**config.mk**
```make
export PLATFORM = sky130hd
export DESIGN_NAME = bus_init_seq
export DESIGN_NICKNAME = d
export VERILOG_FILES = /design/src/rtl/bis_pkg.sv /design/src/rtl/bis_addr_sel.sv /design/src/rtl/bis_beat_cnt.sv /design/src/rtl/bus_init_seq.sv
export SDC_FILE = /design/constraint.sdc
export NUM_CORES = 1
export LEC_CHECK = 0
export CORE_ASPECT_RATIO = 1.25
export CORE_MARGIN = 4
export CORE_UTILIZATION = 49
export DETAILED_ROUTE_END_ITERATION = 10
export DONT_BUFFER_PORTS = 1
export GPL_TIMING_DRIVEN = 0
export PLACE_DENSITY = 0.71
export SYNTH_ARGS = -nofsm -noshare
export SYNTH_HDL_FRONTEND = slang
export SYNTH_HIERARCHICAL = 1
export SYNTH_SLANG_ARGS = --single-unit
```
**constraint.sdc**
```tcl
create_clock -name clk -period 4 [get_ports clk]
set_input_delay 0.8 -clock clk [delete_from_list [all_inputs] [get_ports clk]]
set_output_delay 0.8 -clock clk [all_outputs]
set_load 0.1 [all_outputs]
```
**src/rtl/bis_pkg.sv**
```systemverilog
package bis_pkg;
    typedef enum logic [2:0] {
        ST_IDLE,
        ST_ARB,
        ST_ADR1,
        ST_ADR2,
        ST_DATA,
        ST_TURN
    } seq_state_t;

    localparam logic [3:0] CMD_DUAL_ADDR = 4'b1101;
    localparam logic [3:0] CMD_MEM_RD    = 4'b0110;
    localparam logic [3:0] CMD_MEM_WR    = 4'b0111;
endpackage

```
**src/rtl/bis_addr_sel.sv**
```systemverilog
module bis_addr_sel
    import bis_pkg::*;
(
    input  logic [63:0] addr,
    input  logic [3:0]  cmd,
    output logic        two_cycle,
    output logic [31:0] first_word,
    output logic [3:0]  first_code,
    output logic [31:0] second_word,
    output logic [3:0]  second_code
);
    always_comb begin
        two_cycle   = |addr[63:32];
        first_word  = addr[31:0];
        first_code  = two_cycle ? CMD_DUAL_ADDR : cmd;
        second_word = addr[63:32];
        second_code = cmd;
    end
endmodule

```
**src/rtl/bis_beat_cnt.sv**
```systemverilog
module bis_beat_cnt #(
    parameter int MAX_BEATS = 16,
    localparam int LEN_W = $clog2(MAX_BEATS + 1)
) (
    input  logic             clk,
    input  logic             rst_n,
    input  logic             clear,
    input  logic             inc,
    input  logic [LEN_W-1:0] len,
    output logic [LEN_W-1:0] count,
    output logic             last
);
    logic [LEN_W-1:0] len_eff;

    always_comb begin
        len_eff = (len == '0) ? LEN_W'(1) : len;
        last    = (count == len_eff - LEN_W'(1));
    end

    always_ff @(posedge clk) begin
        if (!rst_n || clear) count <= '0;
        else if (inc)        count <= count + LEN_W'(1);
    end

    // a beat is never accepted beyond the requested length
    a_r8_no_overrun: assert property (@(posedge clk) disable iff (!rst_n)
        inc |-> (count < len_eff));
endmodule

```
**src/rtl/bus_init_seq.sv**
```systemverilog
module bus_init_seq
    import bis_pkg::*;
#(
    parameter int MAX_BEATS = 16,
    localparam int LEN_W = $clog2(MAX_BEATS + 1),
    localparam int IDX_W = $clog2(MAX_BEATS)
) (
    input  logic             clk,
    input  logic             rst_n,
    input  logic             req_valid,
    output logic             req_ready,
    input  logic [63:0]      req_addr,
    input  logic [3:0]       req_cmd,
    input  logic             req_write,
    input  logic [LEN_W-1:0] req_len,
    output logic [IDX_W-1:0] beat_idx,
    input  logic [31:0]      beat_data,
    input  logic [3:0]       beat_be,
    output logic             bus_req,
    input  logic             bus_gnt,
    output logic             frame,
    output logic             irdy,
    output logic [31:0]      ad_out,
    output logic             ad_oe,
    output logic [3:0]       cbe_out,
    input  logic [31:0]      ad_in,
    input  logic             trdy,
    input  logic             stop,
    output logic             rd_valid,
    output logic [31:0]      rd_data,
    output logic             done,
    output logic [LEN_W-1:0] done_count
);
    seq_state_t state, nxt;

    logic [63:0]      addr_q;
    logic [3:0]       cmd_q;
    logic             wr_q;
    logic [LEN_W-1:0] len_q;

    logic             two_cycle;
    logic [31:0]      w1, w2;
    logic [3:0]       c1, c2;
    logic [LEN_W-1:0] cnt;
    logic             last_beat;
    logic             accept;

    assign accept = (state == ST_IDLE) && req_valid;

    bis_addr_sel u_sel (
        .addr(addr_q), .cmd(cmd_q), .two_cycle(two_cycle),
        .first_word(w1), .first_code(c1),
        .second_word(w2), .second_code(c2)
    );

    bis_beat_cnt #(.MAX_BEATS(MAX_BEATS)) u_cnt (
        .clk(clk), .rst_n(rst_n), .clear(accept),
        .inc((state == ST_DATA) && trdy),
        .len(len_q), .count(cnt), .last(last_beat)
    );

    always_ff @(posedge clk) begin
        if (!rst_n) begin
            addr_q <= '0;
            cmd_q  <= '0;
            wr_q   <= 1'b0;
            len_q  <= '0;
        end else if (accept) begin
            addr_q <= req_addr;
            cmd_q  <= req_cmd;
            wr_q   <= req_write;
            len_q  <= req_len;
        end
    end

    always_ff @(posedge clk) begin
        if (!rst_n) state <= ST_IDLE;
        else        state <= nxt;
    end

    always_comb begin
        nxt = state;
        unique case (state)
            ST_IDLE: if (req_valid) nxt = ST_ARB;
            ST_ARB:  if (bus_gnt)   nxt = ST_ADR1;
            ST_ADR1: nxt = two_cycle ? ST_ADR2 : ST_DATA;
            ST_ADR2: nxt = ST_DATA;
            ST_DATA: if (stop || (trdy && last_beat)) nxt = ST_TURN;
            ST_TURN: nxt = ST_IDLE;
            default: nxt = ST_IDLE;
        endcase
    end

    always_comb begin
        req_ready  = 1'b0;
        bus_req    = 1'b0;
        frame      = 1'b0;
        irdy       = 1'b0;
        ad_out     = '0;
        ad_oe      = 1'b0;
        cbe_out    = '0;
        rd_valid   = 1'b0;
        rd_data    = ad_in;
        done       = 1'b0;
        done_count = cnt;
        beat_idx   = cnt[IDX_W-1:0];
        unique case (state)
            ST_IDLE: req_ready = 1'b1;
            ST_ARB:  bus_req = 1'b1;
            ST_ADR1: begin
                frame   = 1'b1;
                ad_oe   = 1'b1;
                ad_out  = w1;
                cbe_out = c1;
            end
            ST_ADR2: begin
                frame   = 1'b1;
                ad_oe   = 1'b1;
                ad_out  = w2;
                cbe_out = c2;
            end
            ST_DATA: begin
                frame    = !last_beat;
                irdy     = 1'b1;
                cbe_out  = beat_be;
                ad_oe    = wr_q;
                ad_out   = wr_q ? beat_data : '0;
                rd_valid = !wr_q && trdy;
            end
            ST_TURN: done = 1'b1;
            default: ;
        endcase
    end

    // an address cycle only starts after the arbiter grant
    a_r2_addr_after_grant: assert property (@(posedge clk) disable iff (!rst_n)
        (state == ST_ADR1) |-> $past(bus_gnt && bus_req));
    // the dual-address code never appears when the high word is zero
    a_r3_no_needless_dual: assert property (@(posedge clk) disable iff (!rst_n)
        ((state == ST_ADR1) && (addr_q[63:32] == '0)) |-> (cbe_out != CMD_DUAL_ADDR));
    // a beat waiting on the target is held
    a_r7_wait_holds: assert property (@(posedge clk) disable iff (!rst_n)
        (irdy && !trdy && !stop) |=> (irdy && $stable(beat_idx)));
    // a stop ends the data phases
    a_r9_stop_ends: assert property (@(posedge clk) disable iff (!rst_n)
        (irdy && stop) |=> !irdy);
    // completion is reported on a quiet bus
    a_r10_done_quiet: assert property (@(posedge clk) disable iff (!rst_n)
        done |-> (!frame && !irdy && !ad_oe && !bus_req));
endmodule

```
==> results.cfg, run 1 <==
[status]
status = finished, final reports clean

[sta]
holdWs_ns = 0.4481
worstMarginPinSlew_ns = 1.165
post-route-period-util = 0.8977
rsz0062_at_grt = no
worst_slack_ns = 0.4092
timing.fmax_mhz = 278.5
slew_viol_final = 0
fin_skew_ns = 0.007641
hold_viol_final = 0
relSlewSlack = 0.2225
finalCriticalPeriod_ns = 3.591
final-setup-viol-count = 0

[power_and_ir_drop]
powerDensity_mw_per_mm2 = 435.5
p_comb_frac = 0.246
power_frac_seq = 0.396
power_frac_clock = 0.358
p_leak_uw = 0.002487
p_switching_uw = 766.8
p_sw_frac = 0.3286
ir_drop_mv = 0.2394
p_int_uw = 1566

[clock_network]
clkTransAtPathRegs_ns = 0.06
htree_levels = 3
cts_buffer_depth = 2
cts_setup_buffers = 0
cts_tree = yes
cts_buffers = 9
clock-root-buffer = clkbuf_16
cts.sinks = 82
cts-resized-gates = 0
cts_hold_buf = 0
insertion_delay_ns = 0.34

[setup_path]
worstSetupPathType = reg -> out
end_kind = primary output
cp.required_ns = 3.20
crit_path_start_kind = flip-flop
critPathTopFamily = simple AND/OR/NAND/NOR gates
cp_slowest_stage_delay_ns = 1.01
cp_data_arrival_time_ns = 2.79
slowest_stage = dfxtp_1
crit_path_cell_trace = xor2_1, xnor2_1, nand3_1, nor3_2, nor2_1, nand3_1, nand2_1
cp_common_cell = nand3_1
critPathMaxFanout = 3
cp_num_buf_inv = 0

[placement]
dp_cells = 737
post-place-ws_ns = 0.7629
gp_congestion = 0.8774
dpl_cell_area_sq_mm = 0.005065
numPortBuffers = 0
dp_hpwl_microns = 11200

[global_route]
grt_overflow_total = 0
groute.usage.overall = 0.2426
grt_max_degree = 13
grt_pass1_vias = 4164
antenna_found_initial = 0
grt_pass1_wl_microns = 21200

[route]
vias = 4176
drtIter0Drc = 171
post_drt_wl_per_cell_microns = 18.83
routed_wl_microns = 14140
dr.pass1.iters = 6
antenna_left = 0
vias_per_cell = 5.561
drc = 0

[finish]
final_cells = 751
multiInputGateArea_sq_mm = 0.002188
diodes = 0
stdcell_area_sq_mm = 0.005358
drive_above_1_share = 0.2640
syn_to_final_growth_pct = 11.77
seqCellArea_sq_mm = 0.001642
fillers = 920
nets = 772

[floorplan]
io_pins = 232
num_rows = 40
coreArea_sq_mm = 0.009609
start_util = 0.4988
die_height_microns = 118.6
die-width_microns = 96.47
die-area_sq_mm = 0.01144

[synth]
ys_seq_area_frac = 0.3425
synth-seq-cells = 82
ys_types = 40
synth_fp_nets = 756
synth.avg_cell_area_sq_um = 7.910
yosysWarnings = 6
ys.flop_type = dfxtp_1
synthCells = 606
synthArstFlopShare = 0
synth_edf_count = 0
synth_area_sq_mm = 0.004793

[worst_hold_path]
worstHoldPathType = reg -> reg

[job]
maxCapViolations = 0
## per-stage QoR
stage,utilization,total power [uW],setup TNS [ns]
final,0.5576,2333,0
after global routing,0.5576,2420,0
after CTS,0.5576,2347,0
after detailed placement,0.5271,1516,0
after global placement,0.5152,1487,-0.5505
after floorplan,-,1417,0
## cells in the final DEF, fill, tap and decap left out, types with 3 or more instances in the layout
| master | Yosys | layout |
|---|---|---|
| a21o_1 | 33 | 33 |
| a21oi_1 | 3 | 3 |
| a22o_1 | 32 | 32 |
| buf_2 | 20 | 21 |
| buf_4 | 107 | 107 |
| buf_8 | 0 | 3 |
| clkbuf_1 | 21 | 21 |
| clkbuf_16 | 0 | 9 |
| dfxtp_1 | 82 | 82 |
| mux2i_1 | 6 | 6 |
| nand2_1 | 81 | 81 |
| nand2b_1 | 3 | 3 |
| nand3_1 | 76 | 76 |
| nand3b_1 | 3 | 3 |
| nor2_1 | 9 | 9 |
| nor3_2 | 2 | 4 |
| nor4_1 | 9 | 9 |
| o21ai_0 | 62 | 58 |
| o21ai_1 | 16 | 16 |
| o21ai_2 | 0 | 4 |
| xnor2_1 | 4 | 4 |
| xor2_1 | 7 | 7 |
## tightest hold or removal path: stages (launching register included)
cell and delay [ns]:
dfxtp_1 0.31, nand2_1 0.05, o21ai_1 0.05
## path summary, 6_finish.rpt
kind	end	slack, ns	start	depth (start not counted)
worst max-delay path	frame	0.41	u_cnt/count[4]$_SDFFE_PP0P_	7
worst min-delay path	addr_q[29]$_SDFFE_PN0P_	0.45	addr_q[29]$_SDFFE_PN0P_	2
worst max register to register	state[0]$_SDFFE_PN0P_	1.80	u_cnt/count[4]$_SDFFE_PP0P_	7
worst min register to register	addr_q[29]$_SDFFE_PN0P_	0.45	addr_q[29]$_SDFFE_PN0P_	2
## flip-flops by register name, summed over array words and instances, names as in the netlist
name,count
cmd_q,4
addr_q,64
u_cnt/count,5
len_q,5
state,3
wr_q,1
## cell usage after synthesis, drive strengths merged, types with 4 or more instances
master / number / area [sq um]
nor3: 5 / 35.03
o21ai: 78 / 390.4
a21o: 33 / 247.7
buf: 127 / 903.4
dfxtp: 82 / 1642
xnor2: 4 / 35.03
xor2: 7 / 61.31
nor4: 9 / 56.30
mux2i: 6 / 60.06
nand2: 81 / 304.0
nand3: 76 / 380.4
nor3b: 4 / 40.03
nor2: 10 / 40.04
clkbuf: 23 / 88.84
a22o: 32 / 280.3
## power by group through the flow
stage               Clock, uW  Combinational, uW  Sequential, uW
floorplan                   0                491             926
global placement            0                549             939
detailed placement          0                575             941
CTS                       846                577             924
global route              875                615             930
finish                    834                575             924
## cell type report
type                       count  share of cell area
buffer                       150              0.1852
clock buffer                  11             0.04717
clock inverter                 3            0.007473
inverter                       2            0.001401
multi-input combinational    372              0.4085
sequential                    82              0.3064
tap                          126             0.02943
timing repair buffer           5             0.01448
## logic make-up (layout without fill, tap and decap cells)
group	Yosys count	in the layout	share of synthesized area
simple gates	204	204	0.2114
flops	82	82	0.3425
buf+inv	152	171	0.2086
mux	6	6	0.01253
fa+ha+maj	2	2	0.005220
compound gates	149	149	0.1997
xor+xnor	11	11	0.02010
## per-layer routing
metal  up-vias  GRT usage  part of all wire
met5         -          0                 0
met4         0     0.1263             0.042
met3        44    0.05792             0.083
met2       191     0.4141              0.50
met1      1914     0.2725              0.38
li1       2027          -                 -
Power figures use the tool's default switching activity.
==> run 2: changes to the inputs <==
Settings changed: PLACE_DENSITY 0.71 to default, PLACE_DENSITY_LB_ADDON from default to 0.15.
==> results.cfg, run 2 (synthesized netlist as in run 1, its figures left out) <==
[global_route]
grt_overflow_total = 0
grt_pass1_wl_microns = 21200
antenna_found_initial = 0
groute.usage.overall = 0.2417
grt_pass1_vias = 4007
grt_max_degree = 14

[power_and_ir_drop]
p_leak_uw = 0.002476
powerDensity_mw_per_mm2 = 431.2
ir_drop_mv = 0.2346
total_power_uw = 2311

[route]
antenna_left = 0
vias_per_cell = 5.494
drc = 0
drtIter0Drc = 126
vias = 4137
post_drt_wl_per_cell_microns = 18.79
routed_wl_microns = 14150
dr.pass1.iters = 4

[sta]
fin_skew_ns = 0.004194
slew_viol_final = 0
rsz0062_at_grt = no
final-setup-viol-count = 0
worst_slack_ns = 0.4168
worstMarginPinSlew_ns = 1.166
finalCriticalPeriod_ns = 3.583
post-route-period-util = 0.8958
relSlewSlack = 0.2215
timing.fmax_mhz = 279.1
holdWs_ns = 0.4501
setup_tns_ns = 0
hold_viol_final = 0

[floorplan]
die-width_microns = 96.47
die-area_sq_mm = 0.01144
coreArea_sq_mm = 0.009609
num_rows = 40
io_pins = 232
start_util = 0.4988
die_height_microns = 118.6

[setup_path]
critPathMaxFanout = 3
regToRegEndpoint = state[0]$_SDFFE_PN0P_
worstSetupPathType = reg -> out
rr_worst_depth = 7
cp.required_ns = 3.20
cp_data_arrival_time_ns = 2.78
r2r_setup_slack_ns = 1.78
crit_path_start_kind = flip-flop
end_kind = primary output
reg2reg_from = u_cnt/count[4]$_SDFFE_PP0P_

[worst_hold_path]
min_from = addr_q[29]$_SDFFE_PN0P_
worstHoldPathType = reg -> reg
min_to = addr_q[29]$_SDFFE_PN0P_
whs_path_depth = 2

[clock_network]
cts.sinks = 82
cts_hold_buf = 0
clock-root-buffer = clkbuf_16
cts_setup_buffers = 0
cts_tree = yes
insertion_delay_ns = 0.33
htree_levels = 3
cts_buffer_depth = 2
cts-resized-gates = 0
cts_buffers = 9
clkTransAtPathRegs_ns = 0.06

[finish]
fin_util = 0.5577
drive_above_1_share = 0.2632
mostFrequentLayoutCell = buf_4
syn_to_final_growth_pct = 11.80
largest_register_ffs = 64
diodes = 0
final_cell_mix = buf_4, dfxtp_1, nand2_1
top_register = addr_q
nets = 772
largestRegisters = addr_q x64, len_q x5, u_cnt/count x5

[placement]
dp_hpwl_microns = 11170
post-place-ws_ns = 0.7744
numPortBuffers = 0
gp_congestion = 0.8212

[status]
status = finished, final reports clean

[job]
maxCapViolations = 0
run 2: cell count changes in the layout (fill, tap and decap cells not counted), sizes merged:
cell and change:
clkinvlp +2
run 2: worst max-delay path, stage by stage, from the launching register on:
cell and delay, ns:
dfxtp_1 1.02, xor2_1 0.18, xnor2_1 0.19, nand3_1 0.10, nor3_2 0.23, nor2_1 0.07, nand3_1 0.10, nand2_1 0.55
run 2: how the worst max path moves through the flow:
| stage | from | to | slack (ns) | cells past startpoint |
|---|---|---|---|---|
| 2_1_floorplan | addr_q[36]$_SDFFE_PN0P_ | cbe_out[1] | 0.07 | 5 |
| 3_3_place_gp | addr_q[51]$_SDFFE_PN0P_ | cbe_out[1] | -0.25 | 5 |
| 3_5_place_dp | u_cnt/count[4]$_SDFFE_PP0P_ | frame | 0.77 | 7 |
| 4_1_cts | u_cnt/count[4]$_SDFFE_PP0P_ | frame | 0.40 | 7 |
| 5_1_grt | u_cnt/count[4]$_SDFFE_PP0P_ | frame | 0.36 | 7 |
| 6_report | u_cnt/count[4]$_SDFFE_PP0P_ | frame | 0.42 | 7 |
run 2: routing by layer:
metal  up-vias  wire length [microns]  global-route usage
li1       2029                      -                   -
met1      1936                   5382              0.2728
met2       153                   7266              0.4240
met3        19                   1252             0.07257
met4         0                    248             0.07895
met5         -                      0                   0
run 2: layout make-up:
type / count / area [sq um]
plain buffers: 150 / 992.2
clock buffers: 11 / 232.7
clock inverters: 5 / 55.05
fillers: 970 / 4250
inverters: 2 / 7.507
multi-input cells: 372 / 2188
flip-flops and latches: 82 / 1642
well taps: 126 / 157.7
repair buffers: 5 / 83.83
run 2: power by group:
part           switching (uW)  internal (uW)  leakage, uW
Combinational             394            182      0.00167
Sequential               45.7            876     0.000672
Clock                     331            482     0.000136
Total                     771           1540      0.00248
run 2: stage by stage:
| step | instance area, sq um | std cells |
|---|---|---|
| final | 5359 | 753 |
| after global routing | 5359 | 753 |
| after CTS | 5359 | 753 |
| after detailed placement | 5071 | 737 |
| after global placement | 4951 | 732 |
| after floorplan | 4793 | 606 |
==> run 3: changes to the inputs <==
Settings changed: ABC_AREA from default to 1, CORE_UTILIZATION 49 to 55.
==> results.cfg, run 3 <==
[sta]
worstMarginPinSlew_ns = 1.172
finalCriticalPeriod_ns = 3.637
relSlewSlack = 0.2177
rsz0062_at_grt = no
fin_skew_ns = 0.007855
timing.fmax_mhz = 274.9
setup_tns_ns = 0
final-setup-viol-count = 0
hold_viol_final = 0
post-route-period-util = 0.9093
slew_viol_final = 0

[setup_path]
rr_worst_depth = 11
worstSetupPathType = reg -> out
cp_slowest_stage_delay_ns = 1.01
regToRegEndpoint = state[0]$_SDFFE_PN0P_
cp_common_cell = nand2_1
cp.required_ns = 3.20
reg2reg_from = u_cnt/count[2]$_SDFFE_PP0P_
r2r_setup_slack_ns = 1.71
crit_path_cell_trace = inv_1, nand2_1, nand2_1, nand2_1, nand2_1, inv_1, nor2_1, nand2_1, nor2_2, o21ai_2
crit_path_start_kind = flip-flop
cp_data_arrival_time_ns = 2.84
end_kind = primary output
slowest_stage = dfxtp_1
critPathMaxFanout = 4

[finish]
syn_to_final_growth_pct = 9.119
top_register = addr_q
final_cell_mix = nand2_1, buf_4, dfxtp_1
seqCellArea_sq_mm = 0.001642
final_cells = 869
fillers = 890
largest_register_ffs = 64
drive_above_1_share = 0.2216
diodes = 0
multiInputGateArea_sq_mm = 0.002105
mostFrequentLayoutCell = nand2_1
nets = 894
largestRegisters = addr_q x64, len_q x5, u_cnt/count x5

[synth]
ys_types = 24
synth-seq-cells = 82
synth.most_common_cell = nand2_1
synth_top_area_frac = 0.3389
synth_edf_count = 0
ys_seq_area_frac = 0.3389
yosysWarnings = 6
synth_area_leaders = dfxtp_1, nand2_1, buf_4, a21oi_1, nand3_1
synthTopCellsByCount = nand2_1, buf_4, dfxtp_1, a21oi_1, nand3_1
synth.avg_cell_area_sq_um = 6.617
ys.flop_type = dfxtp_1
synth_area_sq_mm = 0.004843
synth_fp_nets = 882
synthCells = 732
yosys.area.top_type = dfxtp_1
synthArstFlopShare = 0

[route]
routed_wl_microns = 12710
drtIter0Drc = 149
drc = 0
post_drt_wl_per_cell_microns = 14.63
dr.pass1.iters = 5
vias = 4331
vias_per_cell = 4.984
antenna_left = 0

[clock_network]
cts_buffers = 9
clkTransAtPathRegs_ns = 0.08
insertion_delay_ns = 0.36
htree_levels = 3
cts-resized-gates = 0
cts_tree = yes
cts_setup_buffers = 0
cts.sinks = 82
cts_buffer_depth = 2
clock-root-buffer = clkbuf_8
cts_hold_buf = 0

[power_and_ir_drop]
power_frac_clock = 0.298
ir_drop_mv = 0.2737
p_sw_frac = 0.3662
p_switching_uw = 895.6
power_frac_seq = 0.382
p_int_uw = 1550
p_comb_frac = 0.320
powerDensity_mw_per_mm2 = 462.7
p_leak_uw = 0.002367

[worst_hold_path]
worstHoldPathType = reg -> reg
min_to = addr_q[20]$_SDFFE_PN0P_
whs_path_depth = 2
min_from = addr_q[20]$_SDFFE_PN0P_

[placement]
dp_cells = 853
numPortBuffers = 0
gp_congestion = 0.8521
dp_hpwl_microns = 9950

[status]
status = finished, final reports clean

[job]
maxCapViolations = 0

[global_route]
grt_pass1_wl_microns = 19880
groute.usage.overall = 0.2399
antenna_found_initial = 0
grt_overflow_total = 0
grt_pass1_vias = 4111
grt_max_degree = 14

[floorplan]
die-width_microns = 91.94
num_rows = 38
coreArea_sq_mm = 0.008653
die_height_microns = 112.9
start_util = 0.5597
die-area_sq_mm = 0.01038
io_pins = 232
run 3: cell count changes after synthesis, sizes merged, moves of 9 or more:
| cell | before | now |
|---|---|---|
| a22o | 32 | 0 |
| o21ai | 78 | 3 |
| nor4 | 9 | 0 |
| a21o | 33 | 0 |
| inv | 2 | 28 |
| nand2 | 81 | 299 |
| nor2 | 10 | 43 |
| clkbuf | 23 | 9 |
| a21oi | 3 | 77 |
| nand3 | 76 | 49 |
run 3: per-layer routing:
metal  GRT usage  wire [microns]  vias to the layer above
li1            -               -                     2221
met1      0.2852            5158                     1930
met2      0.4162            6256                      163
met3     0.07380            1113                       17
met4     0.07037             184                        0
met5           0               0                        -
run 3: power groups by stage:
stage	Sequential (uW)	Combinational [uW]	Clock, uW
after floorplan	941	689	0
after global routing	944	848	774
final	934	783	729
after CTS	935	787	741
after detailed placement	953	785	0
after global placement	950	771	0
run 3: layout make-up:
| class | count | area share |
|---|---|---|
| Multi-Input combinational cell | 485 | 0.3982 |
| Inverter | 28 | 0.01989 |
| Tap cell | 120 | 0.02841 |
| Buffer | 137 | 0.1915 |
| Timing Repair Buffer | 1 | 0.005208 |
| Clock inverter | 4 | 0.01870 |
| Sequential cell | 82 | 0.3106 |
| Clock buffer | 12 | 0.02746 |
run 3: worst max-delay path by stage:
stage	start	to	slack (ns)	depth (start not counted)
floorplan	trdy	rd_valid	0.32	2
global placement	u_cnt/count[4]$_SDFFE_PP0P_	frame	0.21	10
detailed placement	u_cnt/count[4]$_SDFFE_PP0P_	frame	0.75	10
CTS	u_cnt/count[4]$_SDFFE_PP0P_	frame	0.35	10
global route	u_cnt/count[4]$_SDFFE_PP0P_	frame	0.23	10
finish	u_cnt/count[4]$_SDFFE_PP0P_	frame	0.36	10
run 3: kinds of logic after synthesis:
logic type	count (synthesis)	share of synthesized area
AO/OA/AOI/OAI	80	0.08267
XOR/XNOR	3	0.005426
adder cells (fa/ha/maj)	2	0.005166
buffers and inverters	165	0.2307
flip-flops	82	0.3389
multiplexers	1	0.002067
AND/OR/NAND/NOR	399	0.3351
run 3: worst max-delay path: cells and delay by family (launching register included):
kind / cells / cell delay, ns
flops: 1 / 1.01
simple gates: 7 / 0.44
compound gates: 1 / 0.85
buf+inv: 2 / 0.19
run 3: through the flow:
step	utilization	setup WS [ns]	power, uW	hold WS, ns	cell area, sq um
2_1_floorplan	-	0.3162	1630	0.4440	4843
3_3_place_gp	0.5771	0.2089	1721	0.4517	4994
3_5_place_dp	0.5826	0.7519	1738	0.4560	5041
4_1_cts	0.6108	0.3499	2463	0.4680	5285
5_1_grt	0.6108	0.2253	2566	0.4922	5285
6_report	0.6108	0.3629	2445	0.4666	5285
